<file path="config.mk">
export PLATFORM = sky130hd
export DESIGN_NAME = pfx_len_classify
export DESIGN_NICKNAME = d
export VERILOG_FILES = /design/src/rtl/pfx_pkg.sv /design/src/rtl/pfx_fields.sv /design/src/rtl/pfx_decode.sv /design/src/rtl/pfx_out_stage.sv /design/src/rtl/pfx_len_classify.sv
export SDC_FILE = /design/constraint.sdc
export NUM_CORES = 1
export LEC_CHECK = 0
export ABC_AREA = 1
export BUFFER_PORTS_ARGS = -buffer_cell sky130_fd_sc_hd__buf_2
export CORE_ASPECT_RATIO = 1.2
export CORE_MARGIN = 2
export CORE_UTILIZATION = 45
export CTS_CLUSTER_SIZE = 10
export DETAILED_ROUTE_END_ITERATION = 10
export PLACE_DENSITY = 0.85
export SLEW_MARGIN = 30
export SYNTH_ARGS = -nofsm -noshare
export SYNTH_HDL_FRONTEND = slang
export SYNTH_SLANG_ARGS = --single-unit
</file>
<file path="constraint.sdc">
create_clock -name clk -period 1.5 [get_ports clk]
set_input_delay 0.15 -clock clk [delete_from_list [all_inputs] [get_ports clk]]
set_output_delay 0.15 -clock clk [all_outputs]
set_load 0.02 [all_outputs]
</file>
<file path="src/rtl/pfx_pkg.sv">
package pfx_pkg;
   localparam int FIELD_W = 24;

   typedef enum logic [2:0] {
      AREA_STD  = 3'd0,
      AREA_AUX  = 3'd1,
      AREA_HIGH = 3'd2,
      AREA_LONG = 3'd3,
      AREA_RSV  = 3'd4
   } area_e;

   typedef enum logic [1:0] {
      MODE_SCALAR = 2'd0,
      MODE_SINGLE = 2'd1,
      MODE_VECTOR = 2'd2
   } mode_e;

   typedef struct packed {
      logic               len64;
      area_e              area;
      mode_e              mode;
      logic               rsvd;
      logic [FIELD_W-1:0] prefix;
   } cls_t;
endpackage

</file>
<file path="src/rtl/pfx_fields.sv">
module pfx_fields #(
   parameter int WORD_W  = 32,
   parameter int OP_W    = 6,
   parameter int FIELD_W = 24,
   parameter int SEL_W   = 2
) (
   input  logic [WORD_W-1:0]  word_hi,
   input  logic [WORD_W-1:0]  word_lo,
   output logic [OP_W-1:0]    op1,
   output logic [FIELD_W-1:0] field,
   output logic [SEL_W-1:0]   sel,
   output logic [OP_W-1:0]    op2,
   output logic [SEL_W-1:0]   tail
);
   localparam int OP_LSB  = WORD_W - OP_W;
   localparam int FLD_LSB = SEL_W;

   initial begin
      if (OP_W + FIELD_W + SEL_W != WORD_W)
         $error("pfx_fields: opcode, field and selector must fill one word");
   end

   // MSB-first numbering: instruction bit k maps to word bit WORD_W-1-k
   assign op1   = word_hi[WORD_W-1 -: OP_W];
   assign field = word_hi[FLD_LSB +: FIELD_W];
   assign sel   = word_hi[SEL_W-1:0];
   assign op2   = word_lo[WORD_W-1 -: OP_W];
   assign tail  = word_lo[SEL_W-1:0];

   logic unused_ok;
   assign unused_ok = &{1'b0, word_hi[OP_LSB], 1'b0};
endmodule

</file>
<file path="src/rtl/pfx_decode.sv">
module pfx_decode
   import pfx_pkg::*;
#(
   parameter int OP_W     = 6,
   parameter int SEL_W    = 2,
   parameter int OP_LONG  = 1,
   parameter int OP_PFX   = 9,
   parameter int OP_AUX2  = 17
) (
   input  logic [OP_W-1:0]    op1,
   input  logic [FIELD_W-1:0] field,
   input  logic [SEL_W-1:0]   sel,
   input  logic [OP_W-1:0]    op2,
   input  logic [SEL_W-1:0]   tail,
   output cls_t               cls
);
   localparam logic [OP_W-1:0] LONG_C = OP_W'(OP_LONG);
   localparam logic [OP_W-1:0] PFX_C  = OP_W'(OP_PFX);
   localparam logic [OP_W-1:0] AUX2_C = OP_W'(OP_AUX2);

   initial begin
      if (SEL_W != 2) $error("pfx_decode: selector must be 2 bits");
      if (OP_LONG == OP_PFX) $error("pfx_decode: opcodes must differ");
   end

   logic fzero;
   assign fzero = (field == '0);

   always_comb begin
      cls        = '0;
      cls.area   = AREA_STD;
      cls.mode   = MODE_SCALAR;
      if (op1 == LONG_C) begin
         cls.len64 = 1'b1;
         cls.area  = AREA_LONG;
      end else if (op1 == PFX_C) begin
         if (sel == 2'b00) begin
            cls.area = AREA_AUX;
         end else begin
            cls.len64  = 1'b1;
            cls.prefix = field;
            unique case (sel)
               2'b01: cls.mode = fzero ? MODE_SCALAR : MODE_SINGLE;
               2'b11: cls.mode = MODE_VECTOR;
               default: begin
                  if (op2 == AUX2_C) begin
                     if (tail == 2'b01) begin
                        cls.area = AREA_AUX;
                        cls.mode = MODE_VECTOR;
                     end else if (tail == 2'b00 && !fzero) begin
                        cls.area = AREA_AUX;
                        cls.mode = MODE_SINGLE;
                     end else begin
                        cls.area = AREA_RSV;
                        cls.rsvd = 1'b1;
                     end
                  end else if (op2 == PFX_C) begin
                     cls.area = AREA_RSV;
                     cls.rsvd = 1'b1;
                  end else begin
                     cls.area = AREA_HIGH;
                     if (op2[OP_W-1])
                        cls.mode = MODE_VECTOR;
                     else
                        cls.mode = fzero ? MODE_SCALAR : MODE_SINGLE;
                  end
               end
            endcase
         end
      end
   end
endmodule

</file>
<file path="src/rtl/pfx_out_stage.sv">
module pfx_out_stage
   import pfx_pkg::*;
#(
   parameter bit RESET_DATA = 1'b1
) (
   input  logic clk,
   input  logic rst_n,
   input  logic in_valid,
   input  cls_t cls_d,
   output logic out_valid,
   output cls_t cls_q
);
   always_ff @(posedge clk) begin
      if (!rst_n) out_valid <= 1'b0;
      else        out_valid <= in_valid;
   end

   generate
      if (RESET_DATA) begin : g_rst
         always_ff @(posedge clk) begin
            if (!rst_n)        cls_q <= '0;
            else if (in_valid) cls_q <= cls_d;
         end
      end else begin : g_norst
         always_ff @(posedge clk) begin
            if (in_valid) cls_q <= cls_d;
         end
      end
   endgenerate
endmodule

</file>
<file path="src/rtl/pfx_len_classify.sv">
module pfx_len_classify
   import pfx_pkg::*;
#(
   parameter int WORD_W     = 32,
   parameter int OP_W       = 6,
   parameter int SEL_W      = 2,
   parameter int OP_LONG    = 1,
   parameter int OP_PFX     = 9,
   parameter int OP_AUX2    = 17,
   parameter bit RESET_DATA = 1'b1
) (
   input  logic                clk,
   input  logic                rst_n,
   input  logic                in_valid,
   input  logic [WORD_W-1:0]   word_hi,
   input  logic [WORD_W-1:0]   word_lo,
   output logic                out_valid,
   output logic                out_len64,
   output logic [2:0]          out_area,
   output logic [1:0]          out_mode,
   output logic                out_rsvd,
   output logic [FIELD_W-1:0]  out_prefix
);
   initial begin
      if (WORD_W != OP_W + FIELD_W + SEL_W)
         $error("pfx_len_classify: word width mismatch");
      if (!RESET_DATA)
         $error("pfx_len_classify: R11 needs RESET_DATA");
   end

   logic [OP_W-1:0]    op1, op2;
   logic [FIELD_W-1:0] field;
   logic [SEL_W-1:0]   sel, tail;
   cls_t               cls_d, cls_q;

   pfx_fields #(.WORD_W(WORD_W), .OP_W(OP_W), .FIELD_W(FIELD_W), .SEL_W(SEL_W)) u_fields (
      .word_hi(word_hi), .word_lo(word_lo),
      .op1(op1), .field(field), .sel(sel), .op2(op2), .tail(tail)
   );

   pfx_decode #(.OP_W(OP_W), .SEL_W(SEL_W), .OP_LONG(OP_LONG),
                .OP_PFX(OP_PFX), .OP_AUX2(OP_AUX2)) u_decode (
      .op1(op1), .field(field), .sel(sel), .op2(op2), .tail(tail), .cls(cls_d)
   );

   pfx_out_stage #(.RESET_DATA(RESET_DATA)) u_stage (
      .clk(clk), .rst_n(rst_n), .in_valid(in_valid),
      .cls_d(cls_d), .out_valid(out_valid), .cls_q(cls_q)
   );

   assign out_len64  = cls_q.len64;
   assign out_area   = cls_q.area;
   assign out_mode   = cls_q.mode;
   assign out_rsvd   = cls_q.rsvd;
   assign out_prefix = cls_q.prefix;


   short_no_prefix_chk: assert property (@(posedge clk) disable iff (!rst_n)
      (out_valid && !out_len64) |-> (out_prefix == '0));

   vector_is_long_chk: assert property (@(posedge clk) disable iff (!rst_n)
      (out_valid && out_mode == 2'd2) |-> out_len64);

   rsvd_is_long_chk: assert property (@(posedge clk) disable iff (!rst_n)
      (out_valid && out_rsvd) |-> (out_len64 && out_area == 3'd4));

   aux_short_scalar_chk: assert property (@(posedge clk) disable iff (!rst_n)
      (out_valid && out_area == 3'd1 && !out_len64) |-> (out_mode == 2'd0));

   valid_follow_chk: assert property (@(posedge clk) disable iff (!rst_n)
      in_valid |=> out_valid);

   idle_hold_chk: assert property (@(posedge clk) disable iff (!rst_n)
      !in_valid |=> (!out_valid && $stable(out_area) && $stable(out_prefix)
                     && $stable(out_mode) && $stable(out_len64)));
endmodule

</file>
==> reports/qor.txt, run 1 <==
Sw Pwr -> 0.000379 W
top area cells in the synthesized netlist -> dfxtp_1, nand2_1, a21oi_2
Die Area -> 3840 sq um
share of the synthesized area in the top cell type -> 0.410
Max clock buf depth -> 2
outcome -> finished, final reports clean
critical path peak fanout -> 25
final hold violation count -> 0
DR DRC count -> 0
initial antenna violation count -> 0
switching part of the total -> 0.238
WP data arrival -> 1.17 ns
core region area -> 3280 sq um
placer congestion estimate -> 0.802
Critical Path, Cell by Cell -> buf_2 -> nor2_4 -> nand4_4 -> nor2_4 -> nand2_4 -> inv_6 -> nand2_1 -> a21oi_1
chip width -> 56.9 um
final period utilization -> 0.646
Max Freq -> 1.03 GHz
drt wl/cell -> 11.0 um
Yosys reg bits -> 31
max_cap viols -> 0
DR vias -> 1482
fin nets -> 338
Power Density -> 807 nW/um^2
Pint -> 0.00121 W
relative slew slack -> 0.778
Std-Cell Rows -> 23
Lkg Pwr -> 0.908 nW
Clk network pwr share -> 0.361
clk_lat worst skew -> 0.27 ns
first-pass iteration count of the detailed router -> 4
Post-Route WL -> 3370 um
number of routed nets with antenna violations -> 0
Avg Inst Size Synth -> 7.84 sq um
Sequential Power Share -> 0.524
min Tclk post-route -> 0.970 ns
family with the most delay on the worst path -> simple AND/OR/NAND/NOR gates
Port Buffers -> 74
Crit-path slowest cell -> inv_6
Worst path most repeated cell -> nor2_4
Yosys warnings -> 0
Post-CTS Setup Bufs -> 0
number of global-route vias before repair -> 1324
CP Launch Type -> primary input
grt total ovfl -> 0
syn nets -> 260
Final Max Tran Viols -> 0
IO Count -> 99
Syn Inst Count -> 193
Initial Util -> 0.461
ANT cells -> 0
quantity of hold-fixing buffers added after cts -> 0
CTS buffer count -> 5
Setup violations, final -> 0
clock tree sinks -> 31
layout overhead on the synthesized area -> 30.2%
Worst VDD drop -> 0.492 mV
Clock transition at path regs -> 0.06 ns
post-DP HPWL -> 2630 um
CP endpoint kind -> flop
depth of the CTS H-tree -> 2
pin count of the biggest net entering global routing -> 26
crit path kind -> in -> reg
CP Data Required Time -> 1.70 ns
Final Util -> 0.600
Comb power frac -> 0.115
total track usage -> 0.186
Root Buffer -> clkbuf_8
setup tns final -> 0 ns
Resize count post-CTS -> 0
Synth cell types -> 23
clock skew -> 0 ns
Die H -> 67.5 um
CTS tree -> done
post-synthesis sequential area ratio -> 0.410
DR iter-0 viols -> 54
first-pass GRT wire length -> 5510 um
Worst Max-Slew Pin Slew -> 0.331 ns
slowest cell delay on critical path -> 0.21 ns
hold crit path type -> in -> reg
share of cells above drive strength 1 -> 0.489
crit path buf inv count -> 2
Yosys top cell by area -> dfxtp_1
synthesized cell area -> 1510 sq um
RSZ-0062 raised after global routing -> no
post-DR vias/cell -> 4.83
[stage by stage]
stage / cell area, sq um / total power, W / hold WS (ns) / instances / worst slack (ns)
2_1_floorplan: 1510 / 0.000932 / 0.243 / 193 / 0.501
3_3_place_gp: 1900 / 0.00103 / 0.403 / 301 / 0.261
3_5_place_dp: 1900 / 0.00103 / 0.404 / 301 / 0.224
4_1_cts: 1970 / 0.00162 / 0.117 / 307 / 0.515
5_1_grt: 1970 / 0.00166 / 0.123 / 307 / 0.374
6_report: 1970 / 0.00159 / 0.127 / 307 / 0.530
[per-layer routing]
| layer | GRT usage | share of wire | up-vias |
|---|---|---|---|
| li1 | - | - | 764 |
| met1 | 0.219 | 0.41 | 653 |
| met2 | 0.318 | 0.50 | 59 |
| met3 | 0.0575 | 0.079 | 6 |
| met4 | 0.0698 | 0.013 | 0 |
| met5 | 0 | 0 | - |
[Yosys cell counts]
master and number:
or2_2 1, clkbuf_1 4, nor2_1 24, nor2_4 3
nand4_1 3, o221a_2 1, a21o_1 1, clkinv_1 2
dfxtp_1 31, buf_4 1, a21oi_2 20, a21oi_1 9
nand2_4 1, nand2_2 20, nand4_4 1, nand2_1 49
nand3_1 4, inv_2 1, o211ai_1 1, inv_6 1
inv_1 10, buf_12 2, o21ai_0 3
[worst paths after layout]
check / from / endpoint / slack (ns) / cells after the start
min reg2reg: u_stage.cls_q[0]$_SDFFE_PN0P_ / u_stage.cls_q[0]$_SDFFE_PN0P_ / 0.46 / 2
max reg2reg: u_stage.cls_q[30]$_SDFFE_PN0P_ / u_stage.cls_q[30]$_SDFFE_PN0P_ / 0.83 / 1
min: rst_n / u_stage.out_valid$_SDFF_PN0_ / 0.13 / 3
max: word_hi[31] / u_stage.cls_q[25]$_SDFFE_PN0P_ / 0.53 / 8
[power groups by stage]
stage / registers (W) / logic [W] / clock network, W
global route: 0.000834 / 0.000204 / 0.000624
CTS: 0.000833 / 0.000184 / 0.000600
finish: 0.000834 / 0.000182 / 0.000574
detailed placement: 0.000851 / 0.000183 / 0
floorplan: 0.000860 / 0.0000719 / 0
global placement: 0.000851 / 0.000180 / 0
[layout by cell type, fill, tap and decap left out, types with 2 or more instances in the layout]
master | Yosys | final
a21oi_1 | 9 | 9
a21oi_2 | 20 | 20
buf_2 | 0 | 74
buf_4 | 1 | 4
clkbuf_8 | 0 | 5
clkinv_1 | 2 | 2
dfxtp_1 | 31 | 31
inv_1 | 10 | 10
nand2_1 | 49 | 49
nand2_2 | 20 | 20
nand3_1 | 4 | 4
nand4_1 | 3 | 3
nor2_1 | 24 | 24
nor2_4 | 3 | 3
o21ai_0 | 3 | 3
[tightest hold or removal path, delay by kind of cell]
family | cells | cell delay, ns
buffers and inverters | 2 | 0.17
AND/OR/NAND/NOR | 1 | 0.06
[cell type report]
type	instances	area, sq um
sequential	31	621
timing repair buffer	78	400
tap	37	46.3
clock buffer	6	72.6
inverter	14	57.6
fill	327	1310
multi-input combinational	141	772
[kinds of logic after synthesis]
group	count (synthesis)	synth area share
flops	31	0.410
compound gates	35	0.173
simple gates	106	0.337
buf+inv	21	0.0794
[sequential cells by signal, indices dropped and copies added (netlist names)]
register           count
u_stage.cls_q         30
u_stage.out_valid      1
No activity file was read; power rests on OpenSTA's default activity.
==> run 2: changes to the inputs <==
Settings changed: CORE_UTILIZATION 45 to 38, PLACE_DENSITY 0.85 to 0.76.
Clock period 1.5 ns to 0.84 ns, I/O delays scaled along.
==> run 2 against run 1 <==
The run now ends with setup timing left. Clock power grew to 2.6 times the previous value. Final area grew 42%. Die area grew 17%. Sequential share of layout area is 7.9 points lower. Sequential cell count is the same. Hold slack got worse by 0.099 ns. Via count increased by 12%. First-iteration DRC count grew 26%. Cell count rose by 17%. Total power rose by 120%. Critical path type is now reg -> out. Critical endpoint is now out_rsvd. Largest cell class is now non-clock buffers.
==> reports/qor.txt, run 2 (synthesized netlist as in run 1, its figures left out) <==
first-pass iteration count of the detailed router -> 4
Most flops, register -> u_stage.cls_q
quantity of hold-fixing buffers added after cts -> 0
dpl cells -> 347
Die Area -> 4500 sq um
max_cap viols -> 0
outcome -> finished with violations
clk_lat worst skew -> 0.28 ns
final cell count without fillers -> 359
Final Total Pwr -> 0.00356 W
CTS buffer count -> 5
setup tns final -> -0.0156 ns
fin area -> 2790 sq um
most common cell after layout, fill and taps aside -> buf_6
Setup violations, final -> 3
clock skew -> 0 ns
Worst VDD drop -> 0.611 mV
Max clock buf depth -> 2
Crit-path slowest cell -> dfxtp_2
post-DP HPWL -> 2880 um
pin count of the biggest net entering global routing -> 28
CTS tree -> done
final period utilization -> 1.01
Area after DPL -> 2170 sq um
DR DRC count -> 0
Max Freq -> 1.18 GHz
RSZ-0062 raised after global routing -> yes
WP data arrival -> 0.76 ns
CP Launch Type -> flop
first-pass GRT wire length -> 6290 um
largest registers -> u_stage.cls_q x30, u_stage.out_valid x1
grt total ovfl -> 0
placer congestion estimate -> 0.798
total track usage -> 0.186
layout overhead on the synthesized area -> 84.3%
Lkg Pwr -> 1.19 nW
Setup WS post-layout -> -0.00722 ns
Root Buffer -> clkbuf_8
final hold violation count -> 0
chip width -> 61.6 um
IO Count -> 99
number of global-route vias before repair -> 1561
DR vias -> 1664
depth of the CTS H-tree -> 2
slowest cell delay on critical path -> 0.34 ns
critical path peak fanout -> 3
number of routed nets with antenna violations -> 0
Initial Util -> 0.390
Die H -> 73.1 um
crit path buf inv count -> 1
Post-Route WL -> 4580 um
failing checks -> setup timing
hold slack -> 0.0280 ns
Critical Path, Cell by Cell -> buf_4
min Tclk post-route -> 0.847 ns
core region area -> 3880 sq um
Final Max Tran Viols -> 0
hold crit path type -> in -> reg
Std-Cell Rows -> 25
ANT cells -> 0
drt wl/cell -> 12.8 um
initial antenna violation count -> 0
Clock transition at path regs -> 0.07 ns
DR iter-0 viols -> 68
CP endpoint kind -> output pin
family with the most delay on the worst path -> flip-flops
share of cells above drive strength 1 -> 0.721
Port Buffers -> 74
max FFs per register -> 30
crit path kind -> reg -> out
commonest cells after routing, fill and taps aside -> buf_6, nand2_1, buf_4
post-DR vias/cell -> 4.64
fin nets -> 371
relative slew slack -> 0.841
Power Density -> 1280 nW/um^2
clock tree sinks -> 31
CP Data Required Time -> 0.76 ns
Worst Max-Slew Pin Slew -> 0.238 ns
==> run 2: through the flow <==
step                 util  setup WS (ns)
floorplan               -        -0.0860
global placement    0.560         -0.285
detailed placement  0.560         -0.335
CTS                 0.647        -0.0281
global route        0.719         -0.106
finish              0.719       -0.00722
==> run 2: final cells by class <==
class | count | area (sq um)
repair buffers | 110 | 971
clock inverters | 2 | 35.0
repair inverters | 1 | 16.3
multi-input cells | 141 | 892
flip-flops and latches | 31 | 658
well taps | 54 | 67.6
inverters | 14 | 65.1
fillers | 304 | 1090
clock buffers | 6 | 82.6
==> run 2: worst paths after layout <==
check                                 startpoint                              to  cells after the start  slack (ns)
setup / recovery  u_stage.cls_q[24]$_SDFFE_PN0P_                        out_rsvd                      1      -0.007
setup reg to reg  u_stage.cls_q[22]$_SDFFE_PN0P_  u_stage.cls_q[22]$_SDFFE_PN0P_                      3        0.14
hold / removal                       word_hi[21]  u_stage.cls_q[19]$_SDFFE_PN0P_                      3        0.03
hold reg to reg    u_stage.cls_q[7]$_SDFFE_PN0P_   u_stage.cls_q[7]$_SDFFE_PN0P_                      2        0.48
==> run 2: where the power goes <==
part	switching, W	internal [W]
Sequential	0.00000801	0.00148
Combinational	0.000256	0.000296
Clock	0.000557	0.000959
Total	0.000821	0.00274
==> run 2: repair_timing <==
| action | in CTS | in global routing |
|---|---|---|
| hold endpoints to repair | 0 | 0 |
| pin swaps | 1 | 23 |
| setup endpoints to repair | 49 | 49 |
| gates resized for setup | 87 | 57 |
| buffers inserted | 0 | 3 |
| cloned | 0 | 1 |
==> run 2: layer usage <==
metal / track usage / routed length [um] / vias to the layer above
met5: 0 / 0 / -
met4: 0.0686 / 89 / 0
met3: 0.0532 / 230 / 9
met2: 0.340 / 2520 / 52
met1: 0.195 / 1750 / 766
li1: - / - / 837
